--- config.mk ---
export PLATFORM = sky130hd
export DESIGN_NAME = scl_split_divider
export DESIGN_NICKNAME = d
export VERILOG_FILES = /design/src/rtl/scl_div_pkg.sv /design/src/rtl/scl_div_cfg.sv /design/src/rtl/scl_div_timer.sv /design/src/rtl/scl_div_strobe.sv /design/src/rtl/scl_split_divider.sv
export SDC_FILE = /design/constraint.sdc
export NUM_CORES = 1
export LEC_CHECK = 0
export ABC_AREA = 1
export BUFFER_PORTS_ARGS = -buffer_cell sky130_fd_sc_hd__buf_2
export CAP_MARGIN = 20
export CORE_MARGIN = 5
export CORE_UTILIZATION = 29
export CTS_CLUSTER_SIZE = 30
export DETAILED_ROUTE_END_ITERATION = 6
export PLACE_DENSITY = 0.48
export SLEW_MARGIN = 20
export SYNTH_ARGS = -nofsm -noshare
export SYNTH_HDL_FRONTEND = slang
export SYNTH_SLANG_ARGS = --single-unit
--- constraint.sdc ---
create_clock -name clk -period 4.1 [get_ports clk]
set_input_delay 0.41 -clock clk [delete_from_list [all_inputs] [get_ports clk]]
set_output_delay 0.41 -clock clk [all_outputs]
set_load 0.01 [all_outputs]
--- src/rtl/scl_div_pkg.sv ---
package scl_div_pkg;
  typedef enum logic [1:0] {
    PH_IDLE = 2'd0,
    PH_LOW  = 2'd1,
    PH_HIGH = 2'd2
  } scl_phase_e;

  // each phase is cut into this many equal slices of (count+1) cycles
  localparam int unsigned SLICES     = 8;
  localparam int unsigned SLICE_W    = $clog2(SLICES);
  localparam int unsigned SLICE_LAST = SLICES - 1;
  localparam int unsigned SLICE_MID  = SLICES / 2;
endpackage

--- src/rtl/scl_div_cfg.sv ---
module scl_div_cfg #(
  parameter int unsigned CNT_W = 16,
  parameter int unsigned DIV_W = 2 * CNT_W
) (
  input  logic             clk,
  input  logic             rst,
  input  logic             wr_en,
  input  logic [DIV_W-1:0] wr_data,
  input  logic             load,
  output logic [DIV_W-1:0] div_q,
  output logic [CNT_W-1:0] lo_cnt,
  output logic [CNT_W-1:0] hi_cnt
);
  // stored value is visible at once; counts in use follow it only on load
  always_ff @(posedge clk) begin
    if (rst) begin
      div_q  <= '0;
      lo_cnt <= '0;
      hi_cnt <= '0;
    end else begin
      if (wr_en) div_q <= wr_data;
      if (load) begin
        lo_cnt <= div_q[CNT_W-1:0];
        hi_cnt <= div_q[DIV_W-1:CNT_W];
      end
    end
  end

  AST_COUNTS_HOLD: assert property (@(posedge clk) disable iff (rst)
    !load |=> ($stable(lo_cnt) && $stable(hi_cnt)));

  AST_WRITE_STORED: assert property (@(posedge clk) disable iff (rst)
    wr_en |=> (div_q == $past(wr_data)));
endmodule

--- src/rtl/scl_div_timer.sv ---
module scl_div_timer
  import scl_div_pkg::*;
#(
  parameter int unsigned CNT_W = 16
) (
  input  logic               clk,
  input  logic               rst,
  input  logic               run_en,
  input  logic [CNT_W-1:0]   lo_cnt,
  input  logic [CNT_W-1:0]   hi_cnt,
  output scl_phase_e         phase,
  output logic               load,
  output scl_phase_e         nxt_phase,
  output logic               nxt_sub_zero,
  output logic [SLICE_W-1:0] nxt_slice
);
  logic [CNT_W-1:0]   sub;
  logic [SLICE_W-1:0] slice;
  logic [CNT_W-1:0]   cur_n;
  logic [CNT_W-1:0]   nxt_sub;
  logic               slice_end;
  logic               phase_end;

  assign cur_n     = (phase == PH_HIGH) ? hi_cnt : lo_cnt;
  assign slice_end = (sub == cur_n);
  assign phase_end = slice_end && (slice == SLICE_W'(SLICE_LAST));
  // a period starts from idle, or when a high phase ends while running
  assign load      = run_en && ((phase == PH_IDLE) || ((phase == PH_HIGH) && phase_end));

  always_comb begin
    nxt_phase = phase;
    nxt_sub   = sub;
    nxt_slice = slice;
    case (phase)
      PH_IDLE: begin
        nxt_sub   = '0;
        nxt_slice = '0;
        if (run_en) nxt_phase = PH_LOW;
      end
      PH_LOW, PH_HIGH: begin
        if (slice_end) begin
          nxt_sub   = '0;
          nxt_slice = slice + SLICE_W'(1);
          if (phase_end) begin
            if (phase == PH_LOW)  nxt_phase = PH_HIGH;
            else if (run_en)      nxt_phase = PH_LOW;
            else                  nxt_phase = PH_IDLE;
          end
        end else begin
          nxt_sub = sub + CNT_W'(1);
        end
      end
      default: begin
        nxt_phase = PH_IDLE;
        nxt_sub   = '0;
        nxt_slice = '0;
      end
    endcase
  end

  assign nxt_sub_zero = (nxt_sub == '0);

  always_ff @(posedge clk) begin
    if (rst) begin
      phase <= PH_IDLE;
      sub   <= '0;
      slice <= '0;
    end else begin
      phase <= nxt_phase;
      sub   <= nxt_sub;
      slice <= nxt_slice;
    end
  end

  AST_SUB_IN_RANGE: assert property (@(posedge clk) disable iff (rst)
    (phase != PH_IDLE) |-> (sub <= cur_n));

  AST_IDLE_CLEARED: assert property (@(posedge clk) disable iff (rst)
    (phase == PH_IDLE) |-> ((sub == '0) && (slice == '0)));
endmodule

--- src/rtl/scl_div_strobe.sv ---
module scl_div_strobe
  import scl_div_pkg::*;
(
  input  logic               clk,
  input  logic               rst,
  input  scl_phase_e         nxt_phase,
  input  logic               nxt_sub_zero,
  input  logic [SLICE_W-1:0] nxt_slice,
  output logic               scl_o,
  output logic               fall_stb,
  output logic               rise_stb,
  output logic               mid_low_stb,
  output logic               mid_high_stb,
  output logic               quarter_tick
);
  logic slice_start;
  logic in_low;
  logic in_high;

  assign slice_start = nxt_sub_zero;
  assign in_low      = (nxt_phase == PH_LOW);
  assign in_high     = (nxt_phase == PH_HIGH);

  always_ff @(posedge clk) begin
    if (rst) begin
      scl_o        <= 1'b1;
      fall_stb     <= 1'b0;
      rise_stb     <= 1'b0;
      mid_low_stb  <= 1'b0;
      mid_high_stb <= 1'b0;
      quarter_tick <= 1'b0;
    end else begin
      scl_o        <= !in_low;
      fall_stb     <= in_low  && slice_start && (nxt_slice == '0);
      rise_stb     <= in_high && slice_start && (nxt_slice == '0);
      mid_low_stb  <= in_low  && slice_start && (nxt_slice == SLICE_W'(SLICE_MID));
      mid_high_stb <= in_high && slice_start && (nxt_slice == SLICE_W'(SLICE_MID));
      quarter_tick <= (in_low || in_high) && slice_start && !nxt_slice[0];
    end
  end

  AST_STROBES_APART: assert property (@(posedge clk) disable iff (rst)
    $onehot0({fall_stb, rise_stb, mid_low_stb, mid_high_stb}));

  AST_FALL_LOW: assert property (@(posedge clk) disable iff (rst)
    fall_stb |-> !scl_o);

  AST_RISE_HIGH: assert property (@(posedge clk) disable iff (rst)
    rise_stb |-> scl_o);

  AST_FALL_AFTER_HIGH: assert property (@(posedge clk) disable iff (rst)
    fall_stb |-> $past(scl_o));

  AST_MID_LEVELS: assert property (@(posedge clk) disable iff (rst)
    (mid_low_stb |-> !scl_o) and (mid_high_stb |-> scl_o));
endmodule

--- src/rtl/scl_split_divider.sv ---
module scl_split_divider
  import scl_div_pkg::*;
#(
  parameter int unsigned CNT_W = 16,
  localparam int unsigned DIV_W = 2 * CNT_W
) (
  input  logic             clk,
  input  logic             rst,
  input  logic             run_en,
  input  logic             div_wr,
  input  logic [DIV_W-1:0] div_wdata,
  output logic [DIV_W-1:0] div_value,
  output logic             scl_o,
  output logic             fall_stb,
  output logic             rise_stb,
  output logic             mid_low_stb,
  output logic             mid_high_stb,
  output logic             quarter_tick
);
  logic [CNT_W-1:0]   lo_cnt;
  logic [CNT_W-1:0]   hi_cnt;
  logic               load;
  scl_phase_e         phase;
  scl_phase_e         nxt_phase;
  logic               nxt_sub_zero;
  logic [SLICE_W-1:0] nxt_slice;

  scl_div_cfg #(.CNT_W(CNT_W), .DIV_W(DIV_W)) u_cfg (
    .clk     (clk),
    .rst     (rst),
    .wr_en   (div_wr),
    .wr_data (div_wdata),
    .load    (load),
    .div_q   (div_value),
    .lo_cnt  (lo_cnt),
    .hi_cnt  (hi_cnt)
  );

  scl_div_timer #(.CNT_W(CNT_W)) u_timer (
    .clk          (clk),
    .rst          (rst),
    .run_en       (run_en),
    .lo_cnt       (lo_cnt),
    .hi_cnt       (hi_cnt),
    .phase        (phase),
    .load         (load),
    .nxt_phase    (nxt_phase),
    .nxt_sub_zero (nxt_sub_zero),
    .nxt_slice    (nxt_slice)
  );

  scl_div_strobe u_strobe (
    .clk          (clk),
    .rst          (rst),
    .nxt_phase    (nxt_phase),
    .nxt_sub_zero (nxt_sub_zero),
    .nxt_slice    (nxt_slice),
    .scl_o        (scl_o),
    .fall_stb     (fall_stb),
    .rise_stb     (rise_stb),
    .mid_low_stb  (mid_low_stb),
    .mid_high_stb (mid_high_stb),
    .quarter_tick (quarter_tick)
  );

  AST_IDLE_QUIET: assert property (@(posedge clk) disable iff (rst)
    (phase == PH_IDLE) |-> (scl_o && !quarter_tick && !fall_stb && !rise_stb));
endmodule

==> impl.org, run 1 <==
** Clocking
- Clock-pin slew was measured on the worst setup and hold paths at 0.07 ns.
- Clock tree synthesis found a total of 91 sinks.
- Clock tree from TritonCTS :: done
- Clock H-tree levels :: 3
- The number of clock buffers added by TritonCTS is 9.
- Insertion delay to the later sink of the worst-skew pair :: 0.34 ns
- In this run, post-CTS hold repair placed 0 buffers.
- Resize count post-CTS :: 0
- Setup Buffers After CTS :: 0
- No sink is reached through more buffers than the 2 on the longest clock path.
- CTS placed an instance of sky130_fd_sc_hd__clkbuf_16 at the clock tree root.

** Power
- Of the total power, the share spent switching nets is 26.94%.
- The share of total power dissipated in sequential elements is 48.1%.
- Internal power component :: 0.001479 W
- Total power divided by cell area :: 406.5 nW/µm²
- Peak supply drop :: 0.2411 mV
- Of the total power, the clock network draws 39.7%.
- Leakage power total :: 2.329 nW
- Power comes to 0.002024 W.
- Power spent charging and discharging nets :: 0.0005454 W
- Combinational share of power :: 12.2%

** Logic synthesis
- The synthesized design contains 91 register bits.
- Biggest area consumer among synthesized cells :: sky130_fd_sc_hd__dfxtp_1
- Number of instances in the synthesized netlist :: 634
- Post-synthesis area per instance :: 6.688 µm²
- Summed over its instances, the top area cell type makes up 42.96% of the synthesized netlist area.
- Top cells by area, synth :: sky130_fd_sc_hd__dfxtp_1 (43%), sky130_fd_sc_hd__nor2_1 (16%), sky130_fd_sc_hd__nand2_1 (13%)
- For this run, the number of Yosys warnings is 0.
- Portion of the post-synthesis area used by sequential elements :: 42.96%
- Number of different library cells in the post-synthesis netlist :: 26
- Net count after synthesis :: 679
- The cell area that synthesis handed to floorplanning was 4240 µm².

** Global route
- After global routing the overflow that remains totals 0.
- Entering global routing, the biggest net connects 65 pins.
- Initial antenna violation count :: 0
- Via count of the first global-routing pass :: 3804
- For this run, the total global-route usage over all layers was measured as 13.62%.
- First-pass GRT wire length :: 18.54 mm

** Place
- After detailed placement, the total cell area comes to 4690 µm².
- Once placement completed, the tool counted placed cells totaling 864.
- PortBufs :: 73
- RePlAce Congestion :: 0.8644
- Post-detail-place hpwl :: 8.287 mm

** Timing
- Final-report max-slew violation count :: 0
- For the final routed database, the setup TNS stands at 0 ns.
- Post-route worst hold slack :: 0.2836 ns
- For the pin with the worst max-slew slack, the measured transition is 0.9514 ns.
- Setup violations remaining at the end of the flow were counted as 0.
- Final worst-path cycle share :: 73.81%
- Layout Skew :: 0.006315 ns
- Highest attainable clock frequency :: 0.3304 GHz
- Max_slew headroom :: 36.50%
- Final Hold Vio Count :: 0
- The worst path in the final design needs a cycle of 3.026 ns, including I/O delays and setup.
- Setup repair after global routing left no endpoint under its margin.

** Flow run
- Max Cap Violations :: 0

** Min path
- The tightest min-delay check is of the input port to flop type.

** Routing
- The detailed router finished its first iteration with 166 violations.
- Routed via count :: 3951
- Average wire per standard cell :: 12.48 µm
- Summed over all layers, the routed wires come to 10.98 mm.
- The pre-antenna-repair detailed-routing pass consisted of 5 iterations.
- Post-detailed-route count of antenna-violating nets :: 0
- In the routed design, unresolved DRC markers number 0.
- Vias per std cell :: 4.490

** Floorplan
- From left edge to right edge, the die measures 130.9 µm.
- The floorplan has 44 rows.
- During I/O placement, the number of pins put on the boundary was 74.
- Die Y :: 130.9 µm
- Placeable Area :: 14420 µm²
- Area of the die :: 17140 µm²
- Initial core utilization :: 29.40%

** Cells and area
- Diode insertion count for antenna repair :: 0
- The net count of the finished layout is 736.
- Share of layout cells above drive strength 1 :: 14.37%
- Non-Filler Instances :: 880
- Area added between synthesis and finish :: 17.44%
- Final design area excluding fillers :: 4980 µm²

** Worst setup path
- Data on the critical path is required at its endpoint by 4.38 ns.
- At the worst endpoint, the arrival time is 3.31 ns.
- The worst setup path is of the flop to flop kind.
- Startpoint Class :: flop
- In this run the worst path has a maximum fanout of 19.
- Critical Path Sink Type :: flop

** Outcome
- Result of the run :: finished clean
==> critical path: stages (launching register included) <==
cell	delay [ns]
sky130_fd_sc_hd__dfxtp_1	0.35
sky130_fd_sc_hd__inv_1	0.09
sky130_fd_sc_hd__ha_1	0.57
sky130_fd_sc_hd__inv_4	0.19
sky130_fd_sc_hd__nand2_1	0.14
sky130_fd_sc_hd__nand2_1	0.06
sky130_fd_sc_hd__nand2_1	0.05
sky130_fd_sc_hd__nand2_1	0.04
sky130_fd_sc_hd__nor2_1	0.13
sky130_fd_sc_hd__nand2_1	0.08
sky130_fd_sc_hd__nor2_2	0.12
sky130_fd_sc_hd__nand2_4	0.15
sky130_fd_sc_hd__nor2_4	0.13
sky130_fd_sc_hd__nand2_1	0.06
sky130_fd_sc_hd__nand3_1	0.07
sky130_fd_sc_hd__nand2_1	0.05
sky130_fd_sc_hd__nand2_1	0.10
sky130_fd_sc_hd__inv_1	0.06
sky130_fd_sc_hd__ha_1	0.26
sky130_fd_sc_hd__nand3b_1	0.15
sky130_fd_sc_hd__nor2_1	0.10
==> metal layers <==
metal	GRT usage (%)	share of wire (%)	up-vias	wire (µm)
li1	-	-	2108	-
met1	19.44	51	1741	5627
met2	19.78	42	91	4559
met3	3.984	5.8	11	638
met4	4.235	1.4	0	155
met5	0	0	-	0
==> power by group through the flow <==
stage	registers (W)	logic (W)	clock network, W
2_1_floorplan	0.000996	0.000167	0
3_3_place_gp	0.000995	0.000247	0
3_5_place_dp	0.000996	0.000250	0
4_1_cts	0.000976	0.000251	0.000828
5_1_grt	0.000982	0.000287	0.000873
6_report	0.000974	0.000247	0.000803
==> area by class of cell <==
class | instances | area, µm²
Clock buffer | 12 | 256.5
Clock inverter | 4 | 33.78
Fill cell | 1648 | 9444
Inverter | 48 | 183.9
Multi-Input combinational cell | 466 | 2073
Sequential cell | 91 | 1822
Tap cell | 184 | 230.2
Timing Repair Buffer | 75 | 380.4
==> synth_stat cells <==
cell	n
sky130_fd_sc_hd__buf_1	1
sky130_fd_sc_hd__buf_4	1
sky130_fd_sc_hd__buf_6	6
sky130_fd_sc_hd__clkbuf_1	18
sky130_fd_sc_hd__clkbuf_2	3
sky130_fd_sc_hd__clkinv_2	1
sky130_fd_sc_hd__dfxtp_1	91
sky130_fd_sc_hd__ha_1	9
sky130_fd_sc_hd__inv_1	45
sky130_fd_sc_hd__inv_2	1
sky130_fd_sc_hd__inv_4	1
sky130_fd_sc_hd__nand2_1	142
sky130_fd_sc_hd__nand2_2	2
sky130_fd_sc_hd__nand2_4	1
sky130_fd_sc_hd__nand3_1	29
sky130_fd_sc_hd__nand3b_1	2
sky130_fd_sc_hd__nand4_1	3
sky130_fd_sc_hd__nor2_1	178
sky130_fd_sc_hd__nor2_2	3
sky130_fd_sc_hd__nor2_4	1
sky130_fd_sc_hd__nor3b_1	1
sky130_fd_sc_hd__nor4_1	11
sky130_fd_sc_hd__o211ai_1	3
sky130_fd_sc_hd__o21ai_0	43
sky130_fd_sc_hd__o21ai_1	32
sky130_fd_sc_hd__xor2_1	6
==> registers in the layout, indices dropped and copies added (netlist names) <==
| name | flops |
|---|---|
| u_strobe.fall_stb | 1 |
| u_strobe.scl_o | 1 |
| u_strobe.quarter_tick | 1 |
| u_timer.phase | 2 |
| u_strobe.mid_high_stb | 1 |
| u_cfg.div_q | 32 |
| u_strobe.rise_stb | 1 |
| u_timer.slice | 3 |
| u_timer.sub | 16 |
| u_strobe.mid_low_stb | 1 |
| u_cfg.lo_cnt | 16 |
| u_cfg.hi_cnt | 16 |
==> layout by cell type (no fill, tap or decap), drive strengths merged <==
cell    count
nor2      182
o21ai      75
nand2     145
nor4       11
dfxtp      91
buf        75
o211ai      3
clkbuf     12
inv        48
xor2        6
ha          9
clkinv      4
nor3b       1
nand3      29
nand3b      2
nand4       3
==> path summary, 6_finish.rpt <==
path	slack [ns]	startpoint	cells after the start	end
max	1.07	u_timer.phase[0]	20	u_strobe.quarter_tick
min	0.28	div_wdata[0]	3	u_cfg.div_q[0]
max reg2reg	1.07	u_timer.phase[0]	20	u_strobe.quarter_tick
min reg2reg	0.49	u_cfg.lo_cnt[13]	2	u_cfg.lo_cnt[13]
==> cells by family (layout without fill, tap and decap cells) <==
group	Yosys count	in the layout	share of synthesized area, %
flops	91	91	42.96
compound gates	78	78	9.383
fa+ha+maj	9	9	2.656
buf+inv	77	139	8.143
xor+xnor	6	6	1.239
simple gates	373	373	35.62
==> stage by stage <==
stage / utilization (%) / setup slack [ns]
4_1_cts: 34.52 / 1.032
5_1_grt: 34.52 / 0.6885
2_1_floorplan: - / 1.592
3_3_place_gp: 32.51 / 1.156
6_report: 34.52 / 1.074
3_5_place_dp: 32.51 / 1.062
Power figures use the tool's default switching activity.
==> run 2, diff against run 1 <==
- PLACE_DENSITY: 0.48 -> 0.5
- clock period: 4.1 -> 2.7 ns (I/O delays scaled with it)
==> impl.org, run 2 (synthesis gave the netlist of run 1 again) <==
** Outcome
- Result of the run :: finished clean

** Power
- Leakage power total :: 2.395 nW
- Post-route total power :: 0.003071 W
- Peak supply drop :: 0.4531 mV
- Total power divided by cell area :: 595.9 nW/µm²

** Cells and area
- Filler cells :: 1568
- In the final design database the tool counted 747 nets.
- Area added between synthesis and finish :: 21.54%
- In the layout the commonest cells are sky130_fd_sc_hd__nor2_1 (177), sky130_fd_sc_hd__nand2_1 (137), sky130_fd_sc_hd__dfxtp_1 (90).
- Flip-flop count of the largest register after layout :: 32
- The number of antenna diodes in the final layout is 0.
- Share of layout cells above drive strength 1 :: 17.11%
- Registers take 1826 µm².
- Leaving out fill and tap cells, the most frequent cell in the layout is sky130_fd_sc_hd__nor2_1.
- Multi-input gate area :: 2118 µm²
- Final core utilization :: 35.73%
- Most flops, register :: u_cfg.div_q

** Timing
- Final-report max-slew violation count :: 0
- Adding up every negative setup slack in the final design gives 0 ns.
- The final number of hold-violating endpoints was 0.
- Final worst-path cycle share :: 90.83%
- Final hold analysis gives a worst-case slack of 0.1433 ns.
- Max_slew headroom :: 39.32%
- Count of endpoints failing setup in the final report :: 0
- Highest attainable clock frequency :: 0.4078 GHz
- For the final database, setup skew stands at 0.005847 ns.
- For the pin with the worst max-slew slack, the measured transition is 0.9092 ns.
- The smallest clock period supported by the final layout is computed as 2.452 ns.

** Clocking
- Max clock buf depth :: 2
- Clock H-tree levels :: 3
- TritonCTS created 9 clock buffers.
- The tree is rooted in a sky130_fd_sc_hd__clkbuf_16.
- The tree built by TritonCTS fans out to 91 sinks.
- TritonCTS built the clock tree.
- At the later pin of the worst-skew pair, clock insertion delay measures 0.35 ns.
- Clock-pin slew was measured on the worst setup and hold paths at 0.06 ns.

** Routing
- Routed Wire Length :: 10.92 mm
- Once detail routing completed, the nets flagged for antenna violations numbered 0.
- Routed via count :: 3980
- Average wire per standard cell :: 12.25 µm
- In the routed design, unresolved DRC markers number 0.
- TritonRoute pass-1 iters :: 4
- Vias per std cell :: 4.467
- The detailed router finished its first iteration with 209 violations.

** Floorplan
- Die Y :: 130.9 µm
- The initialized floorplan defines 44 standard-cell rows.
- Area of the die :: 17140 µm²
- Count of boundary I/O pins :: 74
- Placeable Area :: 14420 µm²
- The initial utilization of the core area, before any placement, comes to 29.40%.
- X dimension of the die :: 130.9 µm

** Flow run
- Max Cap Violations :: 0

** Place
- During placement, the flow inserted port buffers numbering 73.
- Post-detail-place hpwl :: 8.317 mm
- At the end of routability-driven placement, the weighted congestion stood at 0.8331.

** Global route
- Global-route congestion overflow total :: 0
- The number of global-route vias before repair was 3796.
- For this run, the total global-route usage over all layers was measured as 13.43%.
- Entering global routing, the biggest net connects 43 pins.
- Initial antenna violation count :: 0
- First-pass GRT wire length :: 18.24 mm

** Worst setup path
- Critical path data arrival time :: 2.73 ns
- Critical Path Sink Type :: flop
- Worst-path fanout max :: 15
- By startpoint and endpoint, the worst setup path is classified as flop to flop.
- STA classifies the critical path startpoint as a flop.
- Counting cells, the worst reg-to-reg path comes to 16.
- Worst path required time :: 2.98 ns

** Min path
- The worst hold path was traced through 3 stages.
- Hold WC Path Type :: input port to flop
[run 2: per-stage QoR]
step | cell area [µm²] | instances | setup WS (ns)
final | 5154 | 891 | 0.2475
after global routing | 5154 | 891 | -0.03987
after CTS | 5055 | 888 | 0.05979
after detailed placement | 4775 | 872 | 0.009024
after global placement | 4775 | 872 | 0.09811
after floorplan | 4240 | 634 | 0.1923
[run 2: layer usage]
metal,routed length (µm),vias to the layer above,track usage (%)
met5,0,-,0
met4,101,0,3.267
met3,538,10,4.634
met2,4781,78,20.44
met1,5494,1756,18.34
li1,-,2136,-
[run 2: power by group]
part / switching, W / internal, W / total [W]
clock network: 0.000533 / 0.000652 / 0.00119
registers: 0.0000554 / 0.00143 / 0.00148
logic: 0.000248 / 0.000157 / 0.000405
total: 0.000836 / 0.00224 / 0.00307
[run 2: final timing paths]
kind	from	end	slack (ns)
min reg2reg	u_cfg.lo_cnt[0]	u_cfg.lo_cnt[0]	0.49
max reg2reg	u_timer.phase[0]	u_strobe.fall_stb	0.25
max	u_timer.phase[0]	u_strobe.fall_stb	0.25
min	div_wdata[25]	u_cfg.div_q[25]	0.14
[run 2: layout make-up]
type / count / share of cell area, %
Multi-Input combinational cell: 466 / 41.10
Sequential cell: 91 / 35.42
Timing Repair Buffer: 86 / 9.954
Clock buffer: 11 / 4.710
Tap cell: 184 / 4.467
Inverter: 48 / 3.666
Clock inverter: 5 / 0.6798
[run 2: worst max-delay path, cell delays in order, from the launching register on]
cell	delay (ns)
sky130_fd_sc_hd__dfxtp_4	0.36
sky130_fd_sc_hd__inv_2	0.09
sky130_fd_sc_hd__ha_4	0.24
sky130_fd_sc_hd__buf_8	0.14
sky130_fd_sc_hd__nand2_1	0.07
sky130_fd_sc_hd__nand3_1	0.08
sky130_fd_sc_hd__nand2_1	0.06
sky130_fd_sc_hd__nor2_1	0.12
sky130_fd_sc_hd__nand2_1	0.08
sky130_fd_sc_hd__nor2_2	0.15
sky130_fd_sc_hd__nand2_4	0.09
sky130_fd_sc_hd__buf_4	0.20
sky130_fd_sc_hd__o21ai_1	0.10
sky130_fd_sc_hd__nand2_1	0.07
sky130_fd_sc_hd__nor2_1	0.27
sky130_fd_sc_hd__nand3_1	0.15
sky130_fd_sc_hd__nor2_1	0.12
[run 2: repair_timing]
item | 4_1_cts | 5_1_grt
endpoints found under the hold margin | 0 | 0
gates cloned | 0 | 1
resized for setup | 1 | 18
pin swaps | 0 | 9
endpoints found under the setup margin | 4 | 39
buffers inserted | 0 | 2
hold buffers | 0 | 0
==> run 3, diff against run 2 <==
- CORE_ASPECT_RATIO: not set -> 0.6
- RECOVER_POWER: not set -> 100
- SKIP_LAST_GASP: not set -> 1
==> impl.org, run 3 (synthesis gave the netlist of run 1 again) <==
** Cells and area
- Summing all non-filler instances in the final layout gives an area of 5086 µm².
- Filler cells :: 1618
- The number of antenna diodes in the final layout is 0.
- Leaving out fill and tap cells, the most frequent cell in the layout is sky130_fd_sc_hd__nor2_1.
- Most frequent cells in the layout :: sky130_fd_sc_hd__nor2_1 (177), sky130_fd_sc_hd__nand2_1 (137), sky130_fd_sc_hd__dfxtp_1 (89)
- For this run, the post-layout net count is 749.
- The register with the most flip-flops in the layout has 32 of them.
- Share of layout cells above drive strength 1 :: 11.57%
- Final core utilization :: 35.27%
- Most flops, register :: u_cfg.div_q
- Compared with the post-synthesis result, the final layout area differs by 19.95%.

** Global route
- The first global-routing pass estimated 19.73 mm of wire.
- The initial antenna violation count was 0.
- For this run, global-route usage on met3 was measured as 3.350%.
- Entering global routing, the biggest net connects 36 pins.
- After global routing, the most crowded layer is met1.
- For met1 alone, demand over resource in global routing was 21.39%.
- GR Util met2 :: 19.12%
- The number of global-route vias before repair is 3904.
- Across every metal layer, demand over resource in global routing totals 13.89%.
- For this run the aggregate overflow at the end of global routing stands at 0.

** Power
- Leakage power total :: 2.246 nW
- Total power divided by cell area :: 602.6 nW/µm²
- The worst-case IR drop observed on VDD is 0.2755 mV.

** Min path
- Along the worst hold path, the cell count comes to 3.
- Hold WC Path Type :: input port to flop
- End point of the worst hold path :: u_cfg.div_q[19]
- The startpoint identified for the worst hold timing path is div_wdata[19].

** Floorplan
- Area of the die :: 17220 µm²
- The floorplan has 34 rows.
- Die Y :: 103.7 µm
- For this configuration, the core starts out at a cell density of 29.40%.
- Placeable Area :: 14420 µm²
- Count of boundary I/O pins :: 74
- X dimension of the die :: 166.1 µm

** Clocking
- Buffers inserted during clock tree synthesis total 9.
- Insertion delay to the later sink of the worst-skew pair :: 0.34 ns
- Hold buffer count at cts :: 0
- The H-tree generated during clock tree synthesis spans 3 levels.
- Clock Pin Slew Worst Setup and Hold Paths :: 0.07 ns
- Max clock buf depth :: 2
- The tree is rooted in a sky130_fd_sc_hd__clkbuf_16.
- Clock tree from TritonCTS :: done
- Clock tree synthesis found a total of 91 sinks.

** Worst setup path
- Critical Setup Path Class :: flop to flop
- At the worst endpoint, the required time is 2.98 ns.
- In this run the register-to-register setup slack is 0.29 ns.
- Critical path data arrival time :: 2.69 ns
- STA classifies the critical path startpoint as a flop.
- R2R cell count :: 20
- The worst register-to-register path ends at u_strobe.quarter_tick.
- Launch instance of the worst register-to-register path :: u_timer.phase[0]
- Critical Path Sink Type :: flop
- Worst-path fanout max :: 12

** Outcome
- The run finished with clean final reports.

** Routing
- TritonRoute pass-1 iters :: 4
- Post-detailed-route count of antenna-violating nets :: 0
- Average wire per standard cell :: 12.84 µm
- Post-route DRC violation count :: 0
- The detailed router finished its first iteration with 223 violations.
- Routed via count :: 4119
- Vias per std cell :: 4.541
- Routed Wire Length :: 11.65 mm

** Timing
- Layout Skew :: 0.005679 ns
- Highest attainable clock frequency :: 0.4145 GHz
- Post-route worst hold slack :: 0.1462 ns
- The max-slew violation count came to 0.
- Setup total negative slack :: 0 ns
- Transition time at the pin with the least slew margin :: 1.068 ns
- Worst setup slack after layout :: 0.2875 ns
- The worst path uses 89.35% of the clock period.
- Count of endpoints failing setup in the final report :: 0
- Headroom to the max-slew limit came out at 28.81%.
- Time the worst path needs with I/O delays and setup :: 2.413 ns
- The final number of hold-violating endpoints came to 0.

** Place
- Once detailed placement completed, the half-perimeter wirelength came to 9.064 mm.
- PortBufs :: 73
- Placed cell area :: 4817 µm²
- Setup slack at placement :: -0.04176 ns
- RePlAce Congestion :: 0.8881

** Flow run
- Max Cap Violations :: 0
## run 3: cell count changes in the layout (fill, tap and decap cells not counted), sizes merged
cell / previous run / this run
clkinvlp: 1 / 3
clkinv: 3 / 2
clkbuf: 12 / 52
buf: 85 / 47
inv: 49 / 48
## run 3: metrics by stage
stage | instances | total power [W]
2_1_floorplan | 634 | 0.001767
3_3_place_gp | 891 | 0.001908
3_5_place_dp | 891 | 0.001913
4_1_cts | 907 | 0.003124
5_1_grt | 907 | 0.003241
6_report | 907 | 0.003065
## run 3: layout make-up
type                    count  area, µm²  share of cell area, %
well taps                 198      247.7                  4.871
repair buffers             88      442.9                  8.708
multi-input cells         466       2106                  41.40
inverters                  48      186.4                  3.665
clock inverters             5      36.28                 0.7134
clock buffers              11      242.7                  4.772
flip-flops and latches     91       1824                  35.87
## run 3: worst max path at each step
stage / start / end / slack, ns
global route: u_timer.phase[0] / u_strobe.quarter_tick / -0.002
CTS: u_timer.phase[0] / u_strobe.quarter_tick / 0.03
detailed placement: u_timer.phase[0] / u_strobe.quarter_tick / -0.04
floorplan: u_timer.phase[0] / u_strobe.quarter_tick / 0.19
finish: u_timer.phase[0] / u_strobe.quarter_tick / 0.29
global placement: u_timer.phase[0] / u_strobe.quarter_tick / 0.004
## run 3: critical path: stages, from the launching register on
cell	delay [ns]
sky130_fd_sc_hd__dfxtp_2	0.33
sky130_fd_sc_hd__inv_2	0.05
sky130_fd_sc_hd__ha_4	0.19
sky130_fd_sc_hd__buf_8	0.15
sky130_fd_sc_hd__nand2_2	0.09
sky130_fd_sc_hd__nand2_1	0.06
sky130_fd_sc_hd__nand2_1	0.05
sky130_fd_sc_hd__nand2_1	0.06
sky130_fd_sc_hd__nor2_2	0.12
sky130_fd_sc_hd__nand2_1	0.09
sky130_fd_sc_hd__nor2_4	0.12
sky130_fd_sc_hd__nand2_4	0.08
sky130_fd_sc_hd__nor2_4	0.10
sky130_fd_sc_hd__nand2_1	0.06
sky130_fd_sc_hd__nand3_1	0.08
sky130_fd_sc_hd__nand2_1	0.05
sky130_fd_sc_hd__nand2_1	0.09
sky130_fd_sc_hd__inv_1	0.06
sky130_fd_sc_hd__ha_1	0.25
sky130_fd_sc_hd__nand3b_1	0.14
sky130_fd_sc_hd__nor2_1	0.11
## run 3: repair_timing
item | in CTS | in global routing
setup endpoints to repair | 1 | 37
pin swaps | 0 | 5
resized for setup | 1 | 14
setup buffers | 0 | 0
## run 3: routing by layer
metal | vias to the layer above | routed length, µm
met2 | 87 | 4456
met3 | 9 | 551
li1 | 2137 | -
met5 | - | 0
met4 | 0 | 130
met1 | 1886 | 6512
## run 3: power by group
group	switching [W]	total (W)	internal, W	leakage, nW
clock network	0.000537	0.00119	0.000651	0.128
logic	0.000248	0.000392	0.000144	1.37
registers	0.0000591	0.00148	0.00143	0.750
total	0.000844	0.00306	0.00222	2.25
